===== src/rtl/fpil_pkg.sv =====
package fpil_pkg;

  typedef enum logic [2:0] {
    U_INT  = 3'd0,
    U_LOAD = 3'd1,
    U_FADD = 3'd2,
    U_FMUL = 3'd3,
    U_FDIV = 3'd4
  } unit_e;

  // Codes above the divider are handled as plain integer work.
  function automatic unit_e norm_unit(input logic [2:0] code);
    return (code > 3'd4) ? U_INT : unit_e'(code);
  endfunction

  // Cycles from issue to the write-port cycle: the execute stages, one memory stage, then writeback.
  function automatic int wb_offset(input unit_e u, input int add_n, input int mul_n, input int div_n);
    case (u)
      U_FADD:  return add_n + 2;
      U_FMUL:  return mul_n + 2;
      U_FDIV:  return div_n + 2;
      default: return 3;
    endcase
  endfunction

  // Earliest issue distance for a dependent consumer (latency plus one).
  function automatic int result_lag(input unit_e u, input int add_n, input int mul_n, input int div_n);
    case (u)
      U_LOAD:  return 2;
      U_FADD:  return add_n;
      U_FMUL:  return mul_n;
      U_FDIV:  return div_n;
      default: return 1;
    endcase
  endfunction

  function automatic int max3(input int a, input int b, input int c);
    int m;
    m = (a > b) ? a : b;
    return (m > c) ? m : c;
  endfunction

endpackage


===== src/rtl/fpil_stage_pipe.sv =====
module fpil_stage_pipe #(
  parameter int DEPTH = 4,
  parameter int DW    = 5
) (
  input  logic                      clk,
  input  logic                      rst,
  input  logic                      push,
  input  logic [DW-1:0]             push_dst,
  input  logic                      push_tag,
  output logic [DEPTH-1:0]          stg_vld,
  output logic [DEPTH-1:0][DW-1:0]  stg_dst,
  output logic [DEPTH-1:0]          stg_tag
);

  // Entry stage takes the newly issued instruction.
  always_ff @(posedge clk) begin
    if (rst) begin
      stg_vld[0] <= 1'b0;
      stg_dst[0] <= '0;
      stg_tag[0] <= 1'b0;
    end else begin
      stg_vld[0] <= push;
      stg_dst[0] <= push_dst;
      stg_tag[0] <= push_tag;
    end
  end

  // Later stages advance every cycle; decode stalls do not hold execute.
  for (genvar k = 1; k < DEPTH; k++) begin : g_stage
    always_ff @(posedge clk) begin
      if (rst) begin
        stg_vld[k] <= 1'b0;
        stg_dst[k] <= '0;
        stg_tag[k] <= 1'b0;
      end else begin
        stg_vld[k] <= stg_vld[k-1];
        stg_dst[k] <= stg_dst[k-1];
        stg_tag[k] <= stg_tag[k-1];
      end
    end
  end

endmodule


===== src/rtl/fpil_div_busy.sv =====
module fpil_div_busy #(
  parameter int CYCLES = 24,
  parameter int DW     = 5
) (
  input  logic          clk,
  input  logic          rst,
  input  logic          start,
  input  logic [DW-1:0] start_dst,
  output logic          busy,
  output logic          early,
  output logic [DW-1:0] owner
);

  localparam int CW = $clog2(CYCLES + 1);

  logic [CW-1:0] left_q;

  always_ff @(posedge clk) begin
    if (rst) begin
      left_q <= '0;
      owner  <= '0;
    end else if (start) begin
      left_q <= CW'(CYCLES);
      owner  <= start_dst;
    end else if (left_q != '0) begin
      left_q <= left_q - CW'(1);
    end
  end

  // busy: the divide still sits in its execute stage.
  // early: more than its last cycle remains, so the result and the unit are not free yet.
  assign busy  = (left_q != '0);
  assign early = (left_q > CW'(1));

  assert_div_free_R5: assert property (@(posedge clk) disable iff (rst)
    start |-> (left_q <= CW'(1)));

  assert_div_count_R5: assert property (@(posedge clk) disable iff (rst)
    (left_q != '0 && !start) |=> (left_q == $past(left_q) - CW'(1)));

endmodule


===== src/rtl/fpil_wb_slots.sv =====
module fpil_wb_slots #(
  parameter int SLOTS = 27,
  parameter int OFF_W = 5
) (
  input  logic             clk,
  input  logic             rst,
  input  logic [OFF_W-1:0] want_off,
  input  logic             book,
  output logic             taken
);

  // Bit n set: the write port is already booked n cycles from now.
  logic [SLOTS-1:0] slot_q;
  logic [SLOTS-1:0] book_vec;

  assign taken = slot_q[want_off];

  always_comb begin
    book_vec = '0;
    if (book) book_vec[want_off - OFF_W'(1)] = 1'b1;
  end

  always_ff @(posedge clk) begin
    if (rst) slot_q <= '0;
    else     slot_q <= (slot_q >> 1) | book_vec;
  end

  assert_port_unbooked_R4: assert property (@(posedge clk) disable iff (rst)
    book |-> !slot_q[want_off]);

  assert_port_keeps_R4: assert property (@(posedge clk) disable iff (rst)
    (slot_q[1] && !book) |=> slot_q[0]);

endmodule


===== src/rtl/fp_issue_interlock.sv =====
module fp_issue_interlock
  import fpil_pkg::*;
#(
  parameter int REG_BITS   = 5,
  parameter int ADD_STAGES = 4,
  parameter int MUL_STAGES = 7,
  parameter int DIV_CYCLES = 24
) (
  input  logic                clk,
  input  logic                rst,
  input  logic                cand_valid,
  input  logic [2:0]          cand_unit,
  input  logic [REG_BITS-1:0] cand_dst,
  input  logic [REG_BITS-1:0] cand_src_a,
  input  logic [REG_BITS-1:0] cand_src_b,
  output logic                issue,
  output logic                stall
);

  localparam int SLOTS = max3(ADD_STAGES, MUL_STAGES, DIV_CYCLES) + 3;
  localparam int OFF_W = $clog2(SLOTS);

  unit_e            u;
  logic [OFF_W-1:0] want_off;

  assign u        = norm_unit(cand_unit);
  assign want_off = OFF_W'(wb_offset(u, ADD_STAGES, MUL_STAGES, DIV_CYCLES));

  // Tracking state
  logic                          ex_vld, ex_ld;
  logic [REG_BITS-1:0]           ex_dst;
  logic [ADD_STAGES-1:0]         add_vld, add_tag;
  logic [ADD_STAGES-1:0][REG_BITS-1:0] add_dst;
  logic [MUL_STAGES-1:0]         mul_vld, mul_tag;
  logic [MUL_STAGES-1:0][REG_BITS-1:0] mul_dst;
  logic                          div_busy, div_early;
  logic [REG_BITS-1:0]           div_dst;
  logic                          port_taken;

  fpil_stage_pipe #(.DEPTH(1), .DW(REG_BITS)) u_ex (
    .clk(clk), .rst(rst),
    .push(issue && (u == U_INT || u == U_LOAD)),
    .push_dst(cand_dst), .push_tag(u == U_LOAD),
    .stg_vld(ex_vld), .stg_dst(ex_dst), .stg_tag(ex_ld)
  );

  fpil_stage_pipe #(.DEPTH(ADD_STAGES), .DW(REG_BITS)) u_add (
    .clk(clk), .rst(rst),
    .push(issue && u == U_FADD), .push_dst(cand_dst), .push_tag(1'b0),
    .stg_vld(add_vld), .stg_dst(add_dst), .stg_tag(add_tag)
  );

  fpil_stage_pipe #(.DEPTH(MUL_STAGES), .DW(REG_BITS)) u_mul (
    .clk(clk), .rst(rst),
    .push(issue && u == U_FMUL), .push_dst(cand_dst), .push_tag(1'b0),
    .stg_vld(mul_vld), .stg_dst(mul_dst), .stg_tag(mul_tag)
  );

  fpil_div_busy #(.CYCLES(DIV_CYCLES), .DW(REG_BITS)) u_div (
    .clk(clk), .rst(rst),
    .start(issue && u == U_FDIV), .start_dst(cand_dst),
    .busy(div_busy), .early(div_early), .owner(div_dst)
  );

  fpil_wb_slots #(.SLOTS(SLOTS), .OFF_W(OFF_W)) u_slots (
    .clk(clk), .rst(rst),
    .want_off(want_off), .book(issue), .taken(port_taken)
  );

  // Per-stage match vectors
  logic [ADD_STAGES-1:0] add_waw, add_raw;
  logic [MUL_STAGES-1:0] mul_waw, mul_raw;

  for (genvar k = 0; k < ADD_STAGES; k++) begin : g_add_hit
    assign add_waw[k] = add_vld[k] && (add_dst[k] == cand_dst);
    if (k < ADD_STAGES - 1) begin : g_early
      assign add_raw[k] = add_vld[k] &&
                          ((add_dst[k] == cand_src_a) || (add_dst[k] == cand_src_b));
    end else begin : g_last
      assign add_raw[k] = 1'b0;   // last stage forwards in time
    end
  end

  for (genvar k = 0; k < MUL_STAGES; k++) begin : g_mul_hit
    assign mul_waw[k] = mul_vld[k] && (mul_dst[k] == cand_dst);
    if (k < MUL_STAGES - 1) begin : g_early
      assign mul_raw[k] = mul_vld[k] &&
                          ((mul_dst[k] == cand_src_a) || (mul_dst[k] == cand_src_b));
    end else begin : g_last
      assign mul_raw[k] = 1'b0;
    end
  end

  // Named hazard events
  logic hz_port, hz_div, hz_raw, hz_waw, hz_any;

  assign hz_port = port_taken;
  assign hz_div  = (u == U_FDIV) && div_early;
  assign hz_raw  = (|add_raw) || (|mul_raw) ||
                   (ex_vld && ex_ld && ((ex_dst == cand_src_a) || (ex_dst == cand_src_b))) ||
                   (div_early && ((div_dst == cand_src_a) || (div_dst == cand_src_b)));
  assign hz_waw  = (|add_waw) || (|mul_waw) || (div_busy && (div_dst == cand_dst));
  assign hz_any  = hz_port || hz_div || hz_raw || hz_waw;

  assign issue = cand_valid && !hz_any;
  assign stall = cand_valid &&  hz_any;

  assert_bubble_quiet_R2: assert property (@(posedge clk) disable iff (rst)
    !cand_valid |-> (!issue && !stall));

  assert_one_answer_R3: assert property (@(posedge clk) disable iff (rst)
    cand_valid |-> $onehot({issue, stall}));

  assert_no_young_src_R6: assert property (@(posedge clk) disable iff (rst)
    (issue && add_vld[0]) |-> (add_dst[0] != cand_src_a && add_dst[0] != cand_src_b));

  assert_no_double_writer_R7: assert property (@(posedge clk) disable iff (rst)
    (issue && mul_vld[0]) |-> (mul_dst[0] != cand_dst));

  assert_div_dst_guard_R7: assert property (@(posedge clk) disable iff (rst)
    (issue && div_busy) |-> (div_dst != cand_dst));

endmodule


===== config.mk =====
export PLATFORM = sky130hd
export DESIGN_NAME = fp_issue_interlock
export DESIGN_NICKNAME = d
export VERILOG_FILES = /design/src/rtl/fpil_pkg.sv /design/src/rtl/fpil_stage_pipe.sv /design/src/rtl/fpil_div_busy.sv /design/src/rtl/fpil_wb_slots.sv /design/src/rtl/fp_issue_interlock.sv
export SDC_FILE = /design/constraint.sdc
export NUM_CORES = 1
export LEC_CHECK = 0
export ABC_AREA = 1
export BUFFER_PORTS_ARGS = -buffer_cell sky130_fd_sc_hd__buf_4
export CORE_MARGIN = 2
export CORE_UTILIZATION = 32
export DETAILED_ROUTE_END_ITERATION = 10
export SETUP_SLACK_MARGIN = 0.02
export SLEW_MARGIN = 20
export SYNTH_ARGS = -nofsm -noshare
export SYNTH_HDL_FRONTEND = slang
export SYNTH_SLANG_ARGS = --single-unit

===== constraint.sdc =====
create_clock -name clk -period 1.74 [get_ports clk]
set_input_delay 0.087 -clock clk [delete_from_list [all_inputs] [get_ports clk]]
set_output_delay 0.087 -clock clk [all_outputs]
set_load 0.1 [all_outputs]

==> impl_metrics.json <==
{
  "hpwl_um": 8720,
  "drv_cap": 0,
  "place_area_um2": 5220,
  "n_antenna_cell": 0,
  "syn_area_um2": 4460,
  "vdd.ir_drop.worst_mv": 0.649,
  "die_w_um": 122,
  "fin_tns_setup_ns": -3.80,
  "ys_ff_latch": 83,
  "hold_class": "input pin to flop",
  "layout.cells.non_filler": 929,
  "design_area_um2": 5950,
  "synth.area.top_cells": "dfxtp_1, nand2_1, nor2_1",
  "drive_gt1_share_pct": 32.0,
  "cp_top_family": "simple AND/OR/NAND/NOR gates",
  "clk_latency_ns": 0.35,
  "rsz0062_at_grt": "true",
  "detail-route-antenna-nets": 0,
  "io_buffer_count": 22,
  "violations": "negative setup slack",
  "die_height_um": 122,
  "hold_viol": 0,
  "routabilityCongestion": 0.851,
  "io_pins": 23,
  "ys_seq_area_share_pct": 37.2,
  "post-route-period-util_pct": 122,
  "grt_pass1_wl_um": 19500,
  "layout.nets": 768,
  "grt_pass1_vias": 3896,
  "synthCells": 667,
  "initial_core_util_pct": 32.4,
  "postSynthAreaPerCell_um2": 6.69,
  "synth_top_area_share_pct": 37.2,
  "crit_required_ns": 1.65,
  "postLayoutSetupSlackWorst_ns": -0.376,
  "num_vias": 4115,
  "track_usage_pct": 17.1,
  "syn2layout_area_growth_pct": 33.2,
  "cp.arrival_ns": 2.03,
  "p_leak_uw": 0.00274,
  "routed_via_density": 4.43,
  "fmax_mhz": 473,
  "crit_top_cell": "buf_12",
  "slowest_delay_ns": 0.36,
  "crit_path_start_kind": "flop",
  "h-tree-depth": 3,
  "fin_util_pct": 43.2,
  "r2r_cells": 17,
  "power.density_nw_per_um2": 967,
  "worst-path-buf-inv": 2,
  "rows": 43,
  "synthDistinctLibCells": 36,
  "worstReg2RegEnd": "u_div.owner[1]$_SDFFE_PP0P_",
  "cp-end-kind": "primary output",
  "min_path_cells": 2,
  "min_to": "u_slots.slot_q[25]$_SDFF_PP0_",
  "rrSetupSlack_ns": -0.27,
  "clk_pin_slew_ns": 0.07,
  "cts_tree": "built",
  "drt_iter0_drc": 208,
  "cts_root_buffer": "clkbuf_16",
  "crit_slowest_cell": "dfxtp_4",
  "clock-sinks": 83,
  "grt_max_degree": 57,
  "die_area_um2": 14900,
  "clockBufferDepth": 2,
  "setup_viol": 19,
  "yosysWarnings": 0,
  "yosys.area.top_type": "dfxtp_1",
  "antenna_found_initial": 0,
  "placeableCoreArea_um2": 13800,
  "cts_buffers": 9,
  "post_drt_wl_per_cell_um": 13.0,
  "drc_errors": 0,
  "critPathMaxFanout": 4,
  "crit_path_cell_trace": "xor2_1 -> nor2_1 -> nand3_1 -> a21oi_2 -> nor2_2 -> nand3_4 -> nor2_8 -> buf_12 -> nor2_4 -> buf_12",
  "worstSetupPathType": "flop to primary output",
  "hp-start": "rst",
  "dp_cells": 901,
  "min_period_ns": 2.12,
  "overflow": 0,
  "routed_wl_um": 12000,
  "synth_nets": 691,
  "fin_skew_ns": 0.00731,
  "drv_slew": 0,
  "first_pass_iters": 4,
  "r2r-start": "u_div.left_q[1]$_SDFFE_PP0P_",
  "status": "complete, but fails checks"
}
[through the flow]
step	worst slack [ns]	power (uW)	hold WS, ns
final	-0.376	5750	0.0704
after global routing	-0.458	6020	0.0780
after CTS	-0.313	5590	0.0650
after detailed placement	-0.126	3390	0.288
after global placement	-0.133	3380	0.288
after floorplan	0.0284	2950	0.164
[timing repair]
action                                  4_1_cts  5_1_grt
resized for setup                            68       53
cloned                                        1        0
buffers inserted                              3        7
pin swaps                                    18       12
hold endpoints to repair                      1        0
endpoints found under the setup margin       19       19
hold buffers                                  2        0
[layer usage]
metal	wire [um]	track usage (%)	up-vias
li1	-	-	2156
met1	5500	22.1	1852
met2	5660	27.9	88
met3	612	4.03	19
met4	275	6.03	0
met5	0	0	-
[where the power goes]
part / internal, uW / switching (uW) / total, uW
clock: 1160 / 890 / 2050
combinational: 766 / 856 / 1620
sequential: 1990 / 85.2 / 2080
[cell usage after synthesis, drive strengths merged]
| library cell | n |
|---|---|
| a21oi | 17 |
| a22oi | 1 |
| a31oi | 1 |
| buf | 20 |
| clkbuf | 5 |
| clkinv | 3 |
| conb | 1 |
| dfxtp | 83 |
| ha | 3 |
| inv | 95 |
| nand2 | 196 |
| nand3 | 23 |
| nand3b | 2 |
| nand4 | 14 |
| nor2 | 137 |
| nor3 | 4 |
| o211ai | 1 |
| o21ai | 11 |
| o22ai | 6 |
| xnor2 | 22 |
| xor2 | 22 |
[how the worst max path moves through the flow]
stage	start	endpoint	slack, ns	cells past startpoint
floorplan	u_div.left_q[0]$_SDFFE_PP0P_	u_slots.slot_q[5]$_SDFF_PP0_	0.03	14
global placement	u_mul.stg_dst[25]$_SDFF_PP0_	issue	-0.13	10
detailed placement	u_mul.stg_dst[24]$_SDFF_PP0_	issue	-0.13	11
CTS	u_div.left_q[1]$_SDFFE_PP0P_	issue	-0.31	13
global route	u_div.left_q[1]$_SDFFE_PP0P_	issue	-0.46	14
finish	u_add.stg_dst[11]$_SDFF_PP0_	stall	-0.38	10
[state kept, by name (all words and copies together) (netlist names)]
register / flops
u_mul.stg_dst: 15
u_add.stg_dst: 20
u_add.stg_vld: 4
u_div.left_q: 5
u_div.owner: 5
u_ex.stg_vld: 1
u_slots.slot_q: 25
u_ex.stg_tag: 1
u_mul.stg_vld: 7
[kinds of logic after synthesis]
group	share of synthesized area, %
AO/OA/AOI/OAI	4.88
XOR/XNOR	8.63
adder cells (fa/ha/maj)	0.841
buffers and inverters	12.4
flip-flops	37.2
other	0.0840
AND/OR/NAND/NOR	36.0
[final cells by class]
| type | count | area, um^2 |
|---|---|---|
| Fill cell | 1434 | 7830 |
| Multi-Input combinational cell | 462 | 2450 |
| Sequential cell | 83 | 1730 |
| Timing Repair Buffer | 90 | 836 |
| Inverter | 98 | 392 |
| Clock buffer | 9 | 225 |
| Tap cell | 180 | 225 |
| Clock inverter | 7 | 91.3 |
[cells in the final DEF (no fill, tap or decap), types with 4 or more instances in the layout]
master     instances
a21oi_1            7
a21oi_2           10
buf_12             9
buf_4             72
buf_6              6
clkbuf_16          9
dfxtp_1           49
dfxtp_2           24
dfxtp_4           10
inv_1             61
inv_2             30
inv_8              4
nand2_1          185
nand2_2            8
nand3_1           16
nand3_2            4
nand3_4            4
nand4_1           14
nor2_1           110
nor2_2            19
nor2_4             7
o21ai_1            7
o22ai_1            5
xnor2_1           22
xor2_1            20
[worst reg2reg max path, cell delays in order, from the launching register on]
cell and delay, ns:
dfxtp_2 0.33, inv_2 0.09, buf_6 0.11, ha_4 0.13
inv_4 0.04, nor2_4 0.07, nor2_1 0.05, nand2_1 0.07
nand3_2 0.09, nor2_4 0.11, nand3_4 0.10, nor2_8 0.14
buf_6 0.11, buf_6 0.08, buf_6 0.10, buf_4 0.10
nand4_1 0.07, a21oi_1 0.15
Power figures use the tool's default switching activity.
